<file path="src/rtl/pwrdn_clkgate_pkg.sv">
package pwrdn_clkgate_pkg;

  typedef enum logic [1:0] {
    ST_RUN  = 2'd0,
    ST_PEND = 2'd1,
    ST_OFF  = 2'd2,
    ST_WAKE = 2'd3
  } pd_state_t;

  // Data clock level for a frame position: high in upper half of period div
  function automatic logic dclk_level(input int unsigned pos, input int unsigned div);
    return (pos % div) >= (div / 2);
  endfunction

  // Bit clock runs at half the data clock rate
  function automatic logic bclk_level(input int unsigned pos, input int unsigned div);
    return (pos % (2 * div)) >= div;
  endfunction

  // Clocks enabled in these states
  function automatic logic clocks_on(input pd_state_t s);
    return (s == ST_RUN) || (s == ST_PEND);
  endfunction

endpackage

</file>
<file path="src/rtl/pwrdn_phase.sv">
module pwrdn_phase
  import pwrdn_clkgate_pkg::*;
#(
  parameter int FRAME_LEN = 32,
  parameter int DCL_DIV   = 4
) (
  input  logic clk,
  input  logic rst,
  output logic frame_last,
  output logic frame_start,
  output logic dclk_raw,
  output logic bclk_raw
);
  localparam int CW = $clog2(FRAME_LEN);
  localparam logic [CW-1:0] LAST = CW'(FRAME_LEN - 1);

  logic [CW-1:0] pos;

  always_ff @(posedge clk) begin
    if (rst)              pos <= '0;
    else if (pos == LAST) pos <= '0;
    else                  pos <= pos + 1'b1;
  end

  assign frame_last  = (pos == LAST);
  assign frame_start = (pos == '0);
  assign dclk_raw    = dclk_level(32'(pos), DCL_DIV);
  assign bclk_raw    = bclk_level(32'(pos), DCL_DIV);
endmodule

</file>
<file path="src/rtl/pwrdn_local_wake.sv">
module pwrdn_local_wake #(
  parameter int              CMD_W    = 4,
  parameter logic [CMD_W-1:0] TIM_CODE = '0
) (
  input  logic             clk,
  input  logic             rst,
  input  logic             off,
  input  logic             pwrup_bit,
  input  logic             cmd_wr,
  input  logic [CMD_W-1:0] cmd_code,
  output logic             wake
);
  logic seen_set;
  logic seen_clr;

  // Sequence tracked only during power-down
  always_ff @(posedge clk) begin
    if (rst || !off) begin
      seen_set <= 1'b0;
      seen_clr <= 1'b0;
    end else if (pwrup_bit) begin
      seen_set <= 1'b1;
      seen_clr <= 1'b0;
    end else if (seen_set) begin
      seen_clr <= 1'b1;
    end
  end

  assign wake = off && seen_clr && cmd_wr && (cmd_code == TIM_CODE);
endmodule

</file>
<file path="src/rtl/pwrdn_act_flag.sv">
module pwrdn_act_flag (
  input  logic clk,
  input  logic rst,
  input  logic off,
  input  logic line_act,
  input  logic autowake_off,
  input  logic irq_rd_clr,
  output logic act_irq,
  output logic line_wake
);
  logic set_ev;

  assign set_ev    = off && line_act && autowake_off;
  assign line_wake = off && line_act && !autowake_off;

  // Set takes priority over clear
  always_ff @(posedge clk) begin
    if (rst)             act_irq <= 1'b0;
    else if (set_ev)     act_irq <= 1'b1;
    else if (irq_rd_clr) act_irq <= 1'b0;
  end
endmodule

</file>
<file path="src/rtl/pwrdn_clkgate.sv">
module pwrdn_clkgate
  import pwrdn_clkgate_pkg::*;
#(
  parameter int               FRAME_LEN = 32,
  parameter int               DCL_DIV   = 4,
  parameter int               CMD_W     = 4,
  parameter logic [CMD_W-1:0] TIM_CODE  = '0
) (
  input  logic             clk,
  input  logic             rst,
  input  logic             pd_req,
  input  logic             freeze_cfg,
  input  logic             autowake_off,
  input  logic             line_act,
  input  logic             pwrup_bit,
  input  logic             cmd_wr,
  input  logic [CMD_W-1:0] cmd_code,
  input  logic             irq_rd_clr,
  output logic             dclk_en,
  output logic             bclk_en,
  output logic             dclk_o,
  output logic             bclk_o,
  output logic             dn_idle,
  output logic             up_idle,
  output logic             act_irq
);
  pd_state_t state;
  pd_state_t state_nx;

  // Named internal events
  logic frame_last_w;
  logic frame_start_w;
  logic dclk_raw;
  logic bclk_raw;
  logic off_w;
  logic run_w;
  logic local_wake_w;
  logic line_wake_w;
  logic wake_any_w;
  logic clk_on_w;

  pwrdn_phase #(
    .FRAME_LEN (FRAME_LEN),
    .DCL_DIV   (DCL_DIV)
  ) u_phase (
    .clk         (clk),
    .rst         (rst),
    .frame_last  (frame_last_w),
    .frame_start (frame_start_w),
    .dclk_raw    (dclk_raw),
    .bclk_raw    (bclk_raw)
  );

  pwrdn_local_wake #(
    .CMD_W    (CMD_W),
    .TIM_CODE (TIM_CODE)
  ) u_lwake (
    .clk       (clk),
    .rst       (rst),
    .off       (off_w),
    .pwrup_bit (pwrup_bit),
    .cmd_wr    (cmd_wr),
    .cmd_code  (cmd_code),
    .wake      (local_wake_w)
  );

  pwrdn_act_flag u_flag (
    .clk          (clk),
    .rst          (rst),
    .off          (off_w),
    .line_act     (line_act),
    .autowake_off (autowake_off),
    .irq_rd_clr   (irq_rd_clr),
    .act_irq      (act_irq),
    .line_wake    (line_wake_w)
  );

  assign off_w      = (state == ST_OFF);
  assign run_w      = (state == ST_RUN);
  assign wake_any_w = local_wake_w || line_wake_w || !freeze_cfg;

  always_comb begin
    state_nx = state;
    unique case (state)
      ST_RUN:  if (pd_req && freeze_cfg) state_nx = ST_PEND;
      ST_PEND: begin
        if (!freeze_cfg)       state_nx = ST_RUN;
        else if (frame_last_w) state_nx = ST_OFF;
      end
      ST_OFF:  if (wake_any_w)   state_nx = ST_WAKE;
      ST_WAKE: if (frame_last_w) state_nx = ST_RUN;
      default: state_nx = ST_RUN;
    endcase
  end

  always_ff @(posedge clk) begin
    if (rst) state <= ST_RUN;
    else     state <= state_nx;
  end

  assign clk_on_w = clocks_on(state);
  assign dclk_en  = clk_on_w;
  assign bclk_en  = clk_on_w;
  assign dclk_o   = clk_on_w && dclk_raw;
  assign bclk_o   = clk_on_w && bclk_raw;
  assign dn_idle  = !clk_on_w;
  assign up_idle  = !clk_on_w;
endmodule

</file>
<file path="config.mk">
export PLATFORM = sky130hd
export DESIGN_NAME = pwrdn_clkgate
export DESIGN_NICKNAME = d
export VERILOG_FILES = /design/src/rtl/pwrdn_clkgate_pkg.sv /design/src/rtl/pwrdn_phase.sv /design/src/rtl/pwrdn_local_wake.sv /design/src/rtl/pwrdn_act_flag.sv /design/src/rtl/pwrdn_clkgate.sv
export SDC_FILE = /design/constraint.sdc
export NUM_CORES = 1
export LEC_CHECK = 0
export CAP_MARGIN = 10
export CORE_AREA = 5 5 42 44
export CTS_CLUSTER_DIAMETER = 40
export DETAILED_ROUTE_END_ITERATION = 16
export DIE_AREA = 0 0 47 49
export GPL_TIMING_DRIVEN = 0
export PLACE_DENSITY = 0.73
export SYNTH_ARGS = -nofsm -noshare
export SYNTH_HDL_FRONTEND = slang
export SYNTH_SLANG_ARGS = --single-unit
</file>
<file path="constraint.sdc">
create_clock -name clk -period 1.93 [get_ports clk]
set_input_delay 0.193 -clock clk [delete_from_list [all_inputs] [get_ports clk]]
set_output_delay 0.193 -clock clk [all_outputs]
set_load 0.02 [all_outputs]
</file>
==> metrics.yaml, run 1 <==
power_and_ir_drop:
  switching_share_pct: 22.8
  power_frac_comb_pct: 14.3
  power.leakage_uw: 0.000267
  finalPower_uw: 417
  seqPwrFrac_pct: 52.6
  ir_drop_mv: 0.341
  p_sw_uw: 95.1
  powerDensity_nw_per_um2: 620
  intPower_uw: 322
  power.clock.fraction_pct: 33.1
floorplan:
  start_util_pct: 32.1
  num_rows: 14
  fp.dieArea_um2: 2300
  coreArea_um2: 1400
  ioPinCount: 20
  die_h_um: 49
  die_w_um: 47
sta:
  fmax_mhz: 570
  fin_ws_ns: 0.175
  fin_skew_ns: 0.000763
  rsz0062_at_grt: "false"
  slew_headroom_pct: 71.0
  holdWs_ns: 0.317
  finalHoldViolations: 0
  fin_crit_ns: 1.75
  setup_viol: 0
  tns_ns: 0
  fin_crit_sh_pct: 90.9
  drv_slew: 0
  max_slew.worst_pin.slew_ns: 0.435
global_routing:
  gr-usage-all-layers_pct: 9.18
  antenna_found_initial: 0
  grt_pass1_wl_mm: 1.54
  grt-ovfl-total: 0
  grt_pass1_vias: 403
  grt_max_degree: 11
critical_path:
  crit_arrival_ns: 1.56
  timing.critical_path.fanout_max: 7
  r2r_slack_ns: 0.25
  critPathMaxStageDelay_ns: 0.59
  critPathKind: "reg -> out"
  r2r_cells: 6
  worst_r2r_endpoint: "state[0]$_SDFFE_PP0P_"
  endpoint_kind: "output pin"
  reg2reg_from: "u_phase.pos[0]$_SDFF_PP0_"
  start_kind: "flop"
  cp_slowest_cell: "clkdlybuf4s50_1"
  path_cells: "clkbuf_1 -> buf_4 -> clkdlybuf4s50_1"
  required_ns: 1.74
yosys:
  yosys_warnings: 0
  netlist_instances: 52
  ys_seq_elements: 10
  syn_nets: 68
  synth_area_um2: 449
  yosysUniqueCellTypes: 23
  syn_area_per_cell_um2: 8.64
  synth.yosys.seq_area_share_pct: 44.6
placement:
  place_hpwl_um: 765
  placed_area_um2: 649
  routabilityCongestion: 0.674
  io_buffers: 18
  dp_slack_ns: 0.246
clock_tree:
  post_cts_buffers: 0
  cts.clk_slew.worst_paths_ns: 0.06
  clk_latency_ns: 0.26
  postCtsHoldBufs: 0
  cts_tree: "done"
  cts.sinks: 10
  root_buffer: "clkbuf_4"
  numCtsBuffers: 3
  htreeDepth: 1
  clockBufferDepth: 2
  cts_resized: 0
cells_and_area:
  nNetsFinal: 91
  final_layout_size_suffix_gt1_share_pct: 8.22
  fin_area_um2: 672
  diodes: 0
  nFillCells: 151
  syn_to_final_growth_pct: 49.6
drt:
  firstDrtPassIters: 4
  ant_nets: 0
  wl_um: 961
  drt_iter0_markers: 4
  num_vias: 429
  wl_per_cell_um: 10.8
  viasPerCell: 4.82
  route.detailed.drc: 0
worst_hold_path:
  hp-start: "rst"
  hold_depth: 2
  hold_class: "in -> reg"
  worstHoldEndpoint: "u_flag.act_irq$_SDFFE_PP0P_"
status:
  status: "completed"
run:
  maxCapViolCount: 0
metrics by stage:
stage,cells,utilization (%)
4_1_cts,89,47.9
3_3_place_gp,86,46.3
3_5_place_dp,86,46.3
6_report,89,47.9
5_1_grt,89,47.9
2_1_floorplan,52,-
cell type report:
type | instances | area [µm²] | share of cell area (%)
Buffer | 5 | 26.3 | 3.91
Inverter | 4 | 15.0 | 2.23
Clock buffer | 3 | 22.5 | 3.35
Sequential cell | 10 | 200 | 29.8
Tap cell | 16 | 20.0 | 2.98
Multi-Input combinational cell | 33 | 208 | 30.9
Timing Repair Buffer | 18 | 180 | 26.8
worst max-delay path, delay by kind of cell, from the launching register on:
kind | cells | cell delay, ns
flip-flops | 1 | 0.47
buffers and inverters | 3 | 0.84
how the worst max path moves through the flow:
stage	from	endpoint
after floorplan	u_phase.pos[0]$_SDFF_PP0_	state[0]$_SDFFE_PP0P_
after global placement	u_phase.pos[0]$_SDFF_PP0_	state[0]$_SDFFE_PP0P_
after detailed placement	u_phase.pos[0]$_SDFF_PP0_	state[0]$_SDFFE_PP0P_
after CTS	flop	up_idle
after global routing	flop	up_idle
final	flop	up_idle
state kept, by name, indices dropped and copies added (netlist names), named ones only:
register	flops
state	1
u_flag.act_irq	1
u_lwake.seen_clr	1
u_lwake.seen_set	1
u_phase.pos	5
layer usage:
metal	vias up	global-route usage (%)	routed length (µm)
li1	217	-	-
met1	193	9.09	372
met2	17	14.9	492
met3	2	4.06	86
met4	0	5.53	10
met5	-	0	0
cells in the final DEF, fill, tap and decap left out, drive strengths merged:
master,count
a31oi,1
nand4,1
nand2b,1
inv,4
a32oi,1
xnor2,1
and3,1
nand2,2
dfxtp,10
buf,2
nor3,5
clkdlybuf4s50,18
nor4,2
ha,3
clkbuf,6
nor3b,1
a21oi,2
a221o,1
o21ai,1
xor2,1
nor2,5
nand3,2
nor2b,2
synthesized netlist by cell type:
library cell / instances / share of area [%]
dfxtp_1: 10 / 45
nor2_1: 5 / 4.2
nor3_1: 5 / 5.6
clkbuf_1: 3 / 2.5
ha_1: 3 / 8.4
inv_1: 3 / 2.5
a21oi_1: 2 / 2.2
buf_4: 2 / 3.3
nand2_1: 2 / 1.7
nand3_1: 2 / 2.2
nor2b_1: 2 / 2.8
nor4_1: 2 / 2.8
a221o_1: 1 / 2.2
a31oi_1: 1 / 1.4
a32oi_1: 1 / 2.0
and3_1: 1 / 1.4
inv_2: 1 / 0.83
nand2b_1: 1 / 1.4
nand4_1: 1 / 1.4
nor3b_1: 1 / 1.7
o21ai_0: 1 / 1.1
xnor2_1: 1 / 2.0
xor2_1: 1 / 2.0
cell families after synthesis:
group                      Yosys count  synth area share [%]
AOI/OAI and AO/OA                    6                  8.91
xor gates and xnor gates             2                  3.90
adders and majority gates            3                  8.36
buffers and inverters                9                  9.19
DFF                                 10                  44.6
and+or+nand+nor                     22                  25.1
power by group through the flow:
stage / registers (µW) / logic, µW / clock network, µW
global route: 220 / 64.1 / 152
floorplan: 223 / 24.7 / 0
finish: 219 / 59.5 / 138
detailed placement: 224 / 60.1 / 0
global placement: 224 / 58.6 / 0
CTS: 219 / 60.3 / 141
(Power assumes the default switching activity.)
==> inputs of run 2 (changes only) <==
Settings changed: HOLD_SLACK_MARGIN set to 0.15.
==> results of run 2 <==
Final layout, timing and power as in run 1 (identical DEF).
==> inputs of run 3 (changes only) <==
Settings changed: CAP_MARGIN 10 to 40.
==> results of run 3 <==
Final layout, timing and power as in run 1 (identical DEF).
